<file path="src/rtl/swa_pkg.sv">
package swa_pkg;
  localparam int SWA_WORD_W = 20;
  localparam int SWA_HALF_W = SWA_WORD_W / 2;

  typedef struct packed {
    logic f;
    logic h;
  } trs_mark_t;
endpackage

</file>
<file path="src/rtl/swa_deser.sv">
module swa_deser #(
  parameter int WORD_W = swa_pkg::SWA_WORD_W
) (
  input  logic              clk,
  input  logic              rst_n,
  input  logic              ser_bit,
  input  logic              ser_vld,
  input  logic              slip_req,
  output logic [WORD_W-1:0] word_o,
  output logic              word_vld
);
  localparam int CNT_W = $clog2(WORD_W);
  localparam logic [CNT_W-1:0] LAST = CNT_W'(WORD_W - 1);

  logic [WORD_W-1:0] shreg;
  logic [WORD_W-1:0] shreg_nxt;
  logic [CNT_W-1:0]  bit_cnt;
  logic              slip_pend;
  logic              at_boundary;
  logic              take_slip;

  // newest bit enters at the top so the oldest ends at bit 0
  assign shreg_nxt   = {ser_bit, shreg[WORD_W-1:1]};
  assign at_boundary = ser_vld && (bit_cnt == LAST);
  assign take_slip   = at_boundary && slip_pend;

  always_ff @(posedge clk) begin
    if (!rst_n) begin
      shreg     <= '0;
      bit_cnt   <= '0;
      slip_pend <= 1'b0;
      word_o    <= '0;
      word_vld  <= 1'b0;
    end else begin
      word_vld  <= 1'b0;
      slip_pend <= slip_req | (slip_pend & ~take_slip);
      if (ser_vld) begin
        shreg <= shreg_nxt;
        if (bit_cnt == LAST) begin
          if (!slip_pend) begin
            word_o   <= shreg_nxt;
            word_vld <= 1'b1;
            bit_cnt  <= '0;
          end
          // on a slip the count holds at LAST: next bit closes the word
        end else begin
          bit_cnt <= bit_cnt + 1'b1;
        end
      end
    end
  end
endmodule

</file>
<file path="src/rtl/swa_trs_detect.sv">
module swa_trs_detect #(
  parameter int WORD_W = swa_pkg::SWA_WORD_W
) (
  input  logic               clk,
  input  logic               rst_n,
  input  logic [WORD_W-1:0]  word_i,
  input  logic               word_vld,
  output logic               hit,
  output swa_pkg::trs_mark_t mark
);
  localparam int HALF_W = WORD_W / 2;

  logic [HALF_W-1:0] half_eq;
  logic              is_ones;
  logic              is_zero;
  logic              is_flag;
  logic              seen_one;   // previous word all ones
  logic              seen_oz;    // ones then zero
  logic              seen_ozz;   // ones, zero, zero

  for (genvar b = 0; b < HALF_W; b++) begin : g_half_eq
    assign half_eq[b] = (word_i[b] == word_i[b + HALF_W]);
  end

  assign is_ones = &word_i;
  assign is_zero = ~|word_i;
  assign is_flag = (&half_eq) && word_i[HALF_W-1];
  assign hit     = word_vld && seen_ozz && is_flag;
  assign mark.f  = word_i[HALF_W-2];
  assign mark.h  = word_i[HALF_W-4];

  always_ff @(posedge clk) begin
    if (!rst_n) begin
      seen_one <= 1'b0;
      seen_oz  <= 1'b0;
      seen_ozz <= 1'b0;
    end else if (word_vld) begin
      seen_one <= is_ones;
      seen_oz  <= seen_one && is_zero;
      seen_ozz <= seen_oz && is_zero;
    end
  end
endmodule

</file>
<file path="src/rtl/swa_lock_ctrl.sv">
module swa_lock_ctrl #(
  parameter int TIMEOUT_WORDS = 2200,
  parameter int CNT_W         = $clog2(TIMEOUT_WORDS)
) (
  input  logic             clk,
  input  logic             rst_n,
  input  logic             word_vld,
  input  logic             hit,
  output logic             locked,
  output logic             slip_req,
  output logic [CNT_W-1:0] wcnt
);
  localparam logic [CNT_W-1:0] LAST = CNT_W'(TIMEOUT_WORDS - 1);

  always_ff @(posedge clk) begin
    if (!rst_n) begin
      wcnt     <= '0;
      locked   <= 1'b0;
      slip_req <= 1'b0;
    end else begin
      slip_req <= 1'b0;
      if (word_vld) begin
        if (hit) begin
          wcnt   <= '0;
          locked <= 1'b1;
        end else if (wcnt == LAST) begin
          wcnt     <= '0;
          locked   <= 1'b0;
          slip_req <= 1'b1;
        end else begin
          wcnt <= wcnt + 1'b1;
        end
      end
    end
  end
endmodule

</file>
<file path="src/rtl/swa_marker.sv">
module swa_marker (
  input  logic               clk,
  input  logic               rst_n,
  input  logic               hit,
  input  swa_pkg::trs_mark_t mark,
  output logic               line_pulse,
  output logic               frame_pulse
);
  logic last_f;
  logic eav;

  assign eav = hit && mark.h;

  always_ff @(posedge clk) begin
    if (!rst_n) begin
      last_f      <= 1'b0;
      line_pulse  <= 1'b0;
      frame_pulse <= 1'b0;
    end else begin
      line_pulse  <= eav;
      frame_pulse <= eav && last_f && !mark.f;
      if (eav) last_f <= mark.f;
    end
  end
endmodule

</file>
<file path="src/rtl/sync_word_aligner.sv">
module sync_word_aligner #(
  parameter int WORD_W        = swa_pkg::SWA_WORD_W,
  parameter int TIMEOUT_WORDS = 2200
) (
  input  logic              clk,
  input  logic              rst_n,
  input  logic              ser_bit,
  input  logic              ser_vld,
  output logic [WORD_W-1:0] word_o,
  output logic              word_vld,
  output logic              locked,
  output logic              line_pulse,
  output logic              frame_pulse
);
  localparam int TCNT_W = $clog2(TIMEOUT_WORDS);

  logic               slip_req;
  logic               hit;
  swa_pkg::trs_mark_t mark;
  logic [TCNT_W-1:0]  wcnt;

  swa_deser #(.WORD_W(WORD_W)) u_deser (
    .clk(clk), .rst_n(rst_n), .ser_bit(ser_bit), .ser_vld(ser_vld),
    .slip_req(slip_req), .word_o(word_o), .word_vld(word_vld)
  );

  swa_trs_detect #(.WORD_W(WORD_W)) u_detect (
    .clk(clk), .rst_n(rst_n), .word_i(word_o), .word_vld(word_vld),
    .hit(hit), .mark(mark)
  );

  swa_lock_ctrl #(.TIMEOUT_WORDS(TIMEOUT_WORDS), .CNT_W(TCNT_W)) u_ctrl (
    .clk(clk), .rst_n(rst_n), .word_vld(word_vld), .hit(hit),
    .locked(locked), .slip_req(slip_req), .wcnt(wcnt)
  );

  swa_marker u_marker (
    .clk(clk), .rst_n(rst_n), .hit(hit), .mark(mark),
    .line_pulse(line_pulse), .frame_pulse(frame_pulse)
  );
endmodule

</file>
<file path="config.mk">
export PLATFORM = sky130hd
export DESIGN_NAME = sync_word_aligner
export DESIGN_NICKNAME = d
export VERILOG_FILES = /design/src/rtl/swa_pkg.sv /design/src/rtl/swa_deser.sv /design/src/rtl/swa_trs_detect.sv /design/src/rtl/swa_lock_ctrl.sv /design/src/rtl/swa_marker.sv /design/src/rtl/sync_word_aligner.sv
export SDC_FILE = /design/constraint.sdc
export NUM_CORES = 1
export LEC_CHECK = 0
export ABC_CLOCK_PERIOD_IN_PS = 2550
export CAP_MARGIN = 10
export CORE_UTILIZATION = 58
export CTS_BUF_LIST = sky130_fd_sc_hd__clkbuf_4 sky130_fd_sc_hd__clkbuf_8
export DETAILED_ROUTE_END_ITERATION = 8
export PLACE_DENSITY = 0.92
export SYNTH_ARGS = -nofsm -noshare
export SYNTH_HDL_FRONTEND = slang
export SYNTH_SLANG_ARGS = --single-unit
</file>
<file path="constraint.sdc">
create_clock -name clk -period 2.55 [get_ports clk]
set_clock_uncertainty 0.15 [all_clocks]
set_input_delay 0.51 -clock clk [delete_from_list [all_inputs] [get_ports clk]]
set_output_delay 0.51 -clock clk [all_outputs]
set_load 0.05 [all_outputs]
</file>
=== Word-level counts from Yosys, hierarchy flattened ===
Index checks and enable logic that the tools add are counted.

* Flip-flop bits (word level): 67
* Output and inout bits: 24
* Bits of input ports: 4

* Reduce and logical (&&, ||, !) cells: 21
* Equal/unequal tests: 13
* Bitwise operators: 6
* $add $sub $neg: 2
* Multiplexer cells: 8

{| class="wikitable"
|+ Operators with widths
! kind !! number
|-
| 12-bit two-way mux || 2
|-
| 20-bit AND reduction || 1
|-
| 20-bit OR reduction || 1
|-
| 12-bit by 1-bit adder with 12-bit output (second input constant) || 1
|-
| 12-bit == test (second input constant) || 1
|-
| 1-bit == test || 10
|-
| 1-bit logical AND || 10
|-
| 5-bit two-way mux || 2
|-
| 10-bit AND reduction || 1
|-
| 3-bit AND reduction || 2
|-
| 5-bit by 1-bit adder with 5-bit output (second input constant) || 1
|-
| 5-bit == test (second input constant) || 1
|-
| 1-bit two-way mux || 4
|-
| 1-bit NOT || 4
|-
| 2-bit AND reduction || 2
|-
| 3-bit OR reduction || 1
|-
| 1-bit zero test || 2
|-
| 2-bit != test (second input constant) || 1
|-
| 2-bit nonzero test || 1
|-
| 1-bit bitwise AND || 1
|-
| 1-bit bitwise OR || 1
|}

=== Logic depth before layout (Yosys ltp) ===
* Word-level depth: 7
* Gate-level depth with buffers: 7
* Mapped depth without buffers: 6

=== Cells and area by module ===
Synthesis repeated with hierarchy kept, for this count alone.

* Cell total of the unflattened synthesis: 310
* Area total of the unflattened synthesis: 2984.1 µm²

{| class="wikitable"
|+ By module, submodules not included
! module !! cells each !! sequential area each (µm²) !! instances !! area an instance (µm²)
|-
| swa_deser || 187 || 920.9 || 1 || 1886.8
|-
| swa_lock_ctrl || 73 || 280.3 || 1 || 668.1
|-
| swa_trs_detect || 41 || 60.1 || 1 || 332.8
|-
| swa_marker || 9 || 60.1 || 1 || 96.3
|}

=== Least setup slack after synthesis ===
OpenSTA, ideal clock, no wires.

* Kind: register -> register
* From: register u_deser.word_vld
* To: register u_ctrl.wcnt[2]
* Arrival: 1874 ps
* Path slack: 406 ps
* Cell stages (with the launch flop): 7
* Path buffers: 1
* Cell sequence: dfxtp_1 clkbuf_1 and3_1 nand4_1 nor3_2 nor3_1 o31a_1

* Longest elaborated chain between the ends: 3

{| class="wikitable"
|+ Ends and longest elaborated chain
! item !! RTL line !! RTL
|-
| start: declaration || swa_deser.sv:10 || <nowiki>output logic word_vld</nowiki>
|-
| start signal: assignment || swa_deser.sv:33 || <nowiki>word_vld <= 1'b0;</nowiki>
|-
| start signal: assignment || swa_deser.sv:35 || <nowiki>word_vld <= 1'b0;</nowiki>
|-
| start signal: assignment || swa_deser.sv:42 || <nowiki>word_vld <= 1'b1;</nowiki>
|-
| 1-bit logical AND (2 in series) || swa_trs_detect.sv:28 || <nowiki>assign hit = word_vld && seen_ozz && is_flag;</nowiki>
|-
| 12-bit two-way mux || swa_lock_ctrl.sv:23 || <nowiki>if (hit) begin</nowiki>
|-
| end signal: assignment || swa_lock_ctrl.sv:31 || <nowiki>wcnt <= wcnt + 1'b1;</nowiki>
|-
| end: declaration || swa_lock_ctrl.sv:11 || <nowiki>output logic [CNT_W-1:0] wcnt</nowiki>
|}

Parallel ways exist; a longest one is shown, timed or not.
A chain may end at the register's enable or synchronous reset.

=== Final worst setup path ===
* From: register u_deser.word_vld
* To: output port word_vld

{| class="wikitable"
|+ RTL lines
! item !! RTL line !! RTL
|-
| end: declaration || sync_word_aligner.sv:10 || <nowiki>output logic word_vld,</nowiki>
|}

No word-level cell between the ends.

==> metrics.yaml <==
floorplan:
  core_um2: 4414
  dieArea_um2: 4939
  die_y_um: 70.28
  die_w_um: 70.28
  initial_core_util: 0.6125
  ios: 28
  rows: 24
power_and_ir_drop:
  p_per_area_nw_per_um2: 597.7
  power_mw: 1.922
  power_leakage_nw: 1.210
  max-vdd-ir-drop_mv: 0.5838
detailed_routing:
  vias: 2282
  antenna_left: 0
  drcViolationCount: 0
  dr.pass1.iters: 5
  drt-vias-per-instance: 5.777
  wl_um: 5838
  wire_per_inst_um: 14.78
  dr.first_iter.drc_count: 144
global_routing:
  grt_max_degree: 30
  antenna_found_initial: 0
  first_global_vias: 2145
  grt_pass1_wl_um: 9811
  grt_usage: 0.2588
  gr-total-overflow: 0
synthesis:
  syn_area_um2: 2704
  synth_largest_area_cell: "dfxtp_1"
  synth.most_common_cell: "dfxtp_1"
  synth-adder-area-share: 0.009255
  synthTopCellsByArea: "dfxtp_1 49%, nand2_1 8.2%, mux2i_1 7.4%"
  synthMuxAreaShare: 0.07404
  synth.distinct_cells: 37
  avgSynthCellArea_um2: 8.722
  synth_ff_type: "dfxtp_1"
  synth_nets: 316
  seq_area_frac_synth: 0.4887
  synth_common_cells: "66 x dfxtp_1, 59 x nand2_1, 40 x nor2_1, 29 x a21oi_1, 20 x mux2i_1"
  yosysWarnings: 0
  synth_edf_count: 0
  ys_seq_elements: 66
  synth_top_area_share: 0.4887
  synth-async-reset-ratio: 0
  netlist_instances: 310
  synth-compound-area-share: 0.07543
  synth_xor_area_frac: 0.06155
  synthSimpleGateAreaFrac: 0.2647
  synth_top_family_by_area: "simple AND/OR/NAND/NOR gates"
clock_tree:
  ctsResizeCount: 0
  cts_tree: "built"
  clkLatencyLatePin_ns: 0.35
  htree_num_levels: 3
  path_clk_slew_ns: 0.07
  cts-root-buf: "clkbuf_8"
  cts_buffers: 9
  clk_path_buf_depth: 2
  hold_buffers: 0
  cts_sinks: 66
  cts_setup_buffers: 0
worst_setup_path:
  crit_required_ns: 1.89
  worstPathCellList: "clkdlybuf4s50_1"
  r2r_setup_slack_ns: 0.53
  critical_path.max_fanout: 10
  critPathArrivalTime_ns: 1.75
  crit_end: "word_vld"
  critPathTopFamily: "buffers and inverters"
  crit_type: "flip-flop to primary output"
  end_kind: "primary output"
  critPathSlowestCell: "clkdlybuf4s50_1"
  path_depth: 1
  timing.rr.start: "u_ctrl.wcnt[3]"
  worstReg2RegEnd: "u_ctrl.wcnt[11]"
  crit_start: "u_deser.word_vld"
  start_kind: "flip-flop"
  rr_worst_depth: 5
  slowest_delay_ns: 0.89
  critPathBufInv: 1
cells_and_area:
  syn_to_final_growth_pct: 18.93
  diodes: 0
  fillers: 312
  fin_cells: 395
  design.final.nets: 344
  drive_gt1_frac: 0.08455
placement:
  dp.cells: 379
  dp_hpwl_um: 3765
  port_buffers: 27
  gp_congestion: 0.8578
  place_worst_setup_slack_ns: 0.4818
timing:
  relSlewSlack: 0.6454
  hold_viol: 0
  setup_viol: 0
  fin_setup_tns_ns: 0
  whs_ns: 0.3102
  period_needed_ns: 2.410
  fmax_mhz: 414.9
  rsz0062_at_grt: "false"
  drv_slew: 0
  fin_crit_sh: 0.9452
  worst_pin_slew_ns: 0.5302
  worst_slack_ns: 0.1398
job:
  drv_cap: 0
status:
  status: "complete, no violations"
min_path:
  holdCritPathClass: "flip-flop to flip-flop"
cells in the final DEF, fill, tap and decap left out, types with 2 or more instances in the layout:
master / instances
clkbuf_4: 2
or4_1: 2
nor3_1: 6
a22oi_1: 2
nor2b_1: 4
nand3_1: 4
nor2_1: 40
clkbuf_8: 12
ha_1: 2
nor3b_1: 2
clkinv_2: 2
nor4_1: 5
and4_1: 2
or3_1: 2
and3_1: 6
xnor2_1: 11
nand4_1: 10
a21oi_1: 29
clkdlybuf4s50_1: 27
nand2_1: 59
mux2i_1: 20
dfxtp_1: 66
buf_4: 4
xor2_1: 8
layer usage:
layer | part of all wire | track usage | vias up | routed length, µm
met5 | 0 | 0 | - | 0
met4 | 0.022 | 0.1089 | 0 | 128
met3 | 0.069 | 0.08658 | 11 | 402
met2 | 0.47 | 0.4085 | 76 | 2756
met1 | 0.44 | 0.3223 | 1077 | 2551
li1 | - | - | 1118 | -
cell families (layout without fill, tap and decap cells):
family,after synthesis,after routing
AND/OR/NAND/NOR,150,150
flip-flops,66,66
AO/OA/AOI/OAI,36,36
multiplexers,20,20
XOR/XNOR,19,19
buffers and inverters,17,50
adder cells (fa/ha/maj),2,2
state kept, by name (all words and copies together), names as in the netlist, 5 cells and up:
| name | flops |
|---|---|
| u_deser.word_o | 20 |
| u_deser.shreg | 19 |
| u_ctrl.wcnt | 12 |
| u_deser.bit_cnt | 5 |
stage by stage:
step	util	area, µm²
2_1_floorplan	-	2704
3_3_place_gp	0.6854	3025
3_5_place_dp	0.6854	3025
4_1_cts	0.7285	3216
5_1_grt	0.7285	3216
6_report	0.7285	3216
area by class of cell:
type,count,area (µm²),area share
Timing Repair Buffer,32,320.3,0.09961
Clock buffer,14,180.2,0.05603
Sequential cell,66,1321,0.4109
Inverter,2,7.507,0.002335
Tap cell,52,65.06,0.02023
Clock inverter,2,10.01,0.003113
Multi-Input combinational cell,227,1311,0.4078
power by group:
part           internal [mW]  switching (mW)
logic                 0.0202          0.0310
registers               1.03         0.00382
clock network          0.451           0.381
total                   1.51           0.416
worst min path at each step:
stage                     slack, ns  depth (start not counted)                 to        startpoint
after global placement         0.29                          2  u_deser.word_o[0]  u_deser.shreg[1]
after detailed placement       0.29                          2  u_deser.slip_pend   u_ctrl.slip_req
after global routing           0.33                          2  u_deser.slip_pend   u_ctrl.slip_req
after floorplan                0.26                          2  u_deser.slip_pend   u_ctrl.slip_req
final                          0.31                          2  u_deser.slip_pend   u_ctrl.slip_req
after CTS                      0.32                          2  u_deser.slip_pend   u_ctrl.slip_req
No activity file was read; power rests on OpenSTA's default activity.
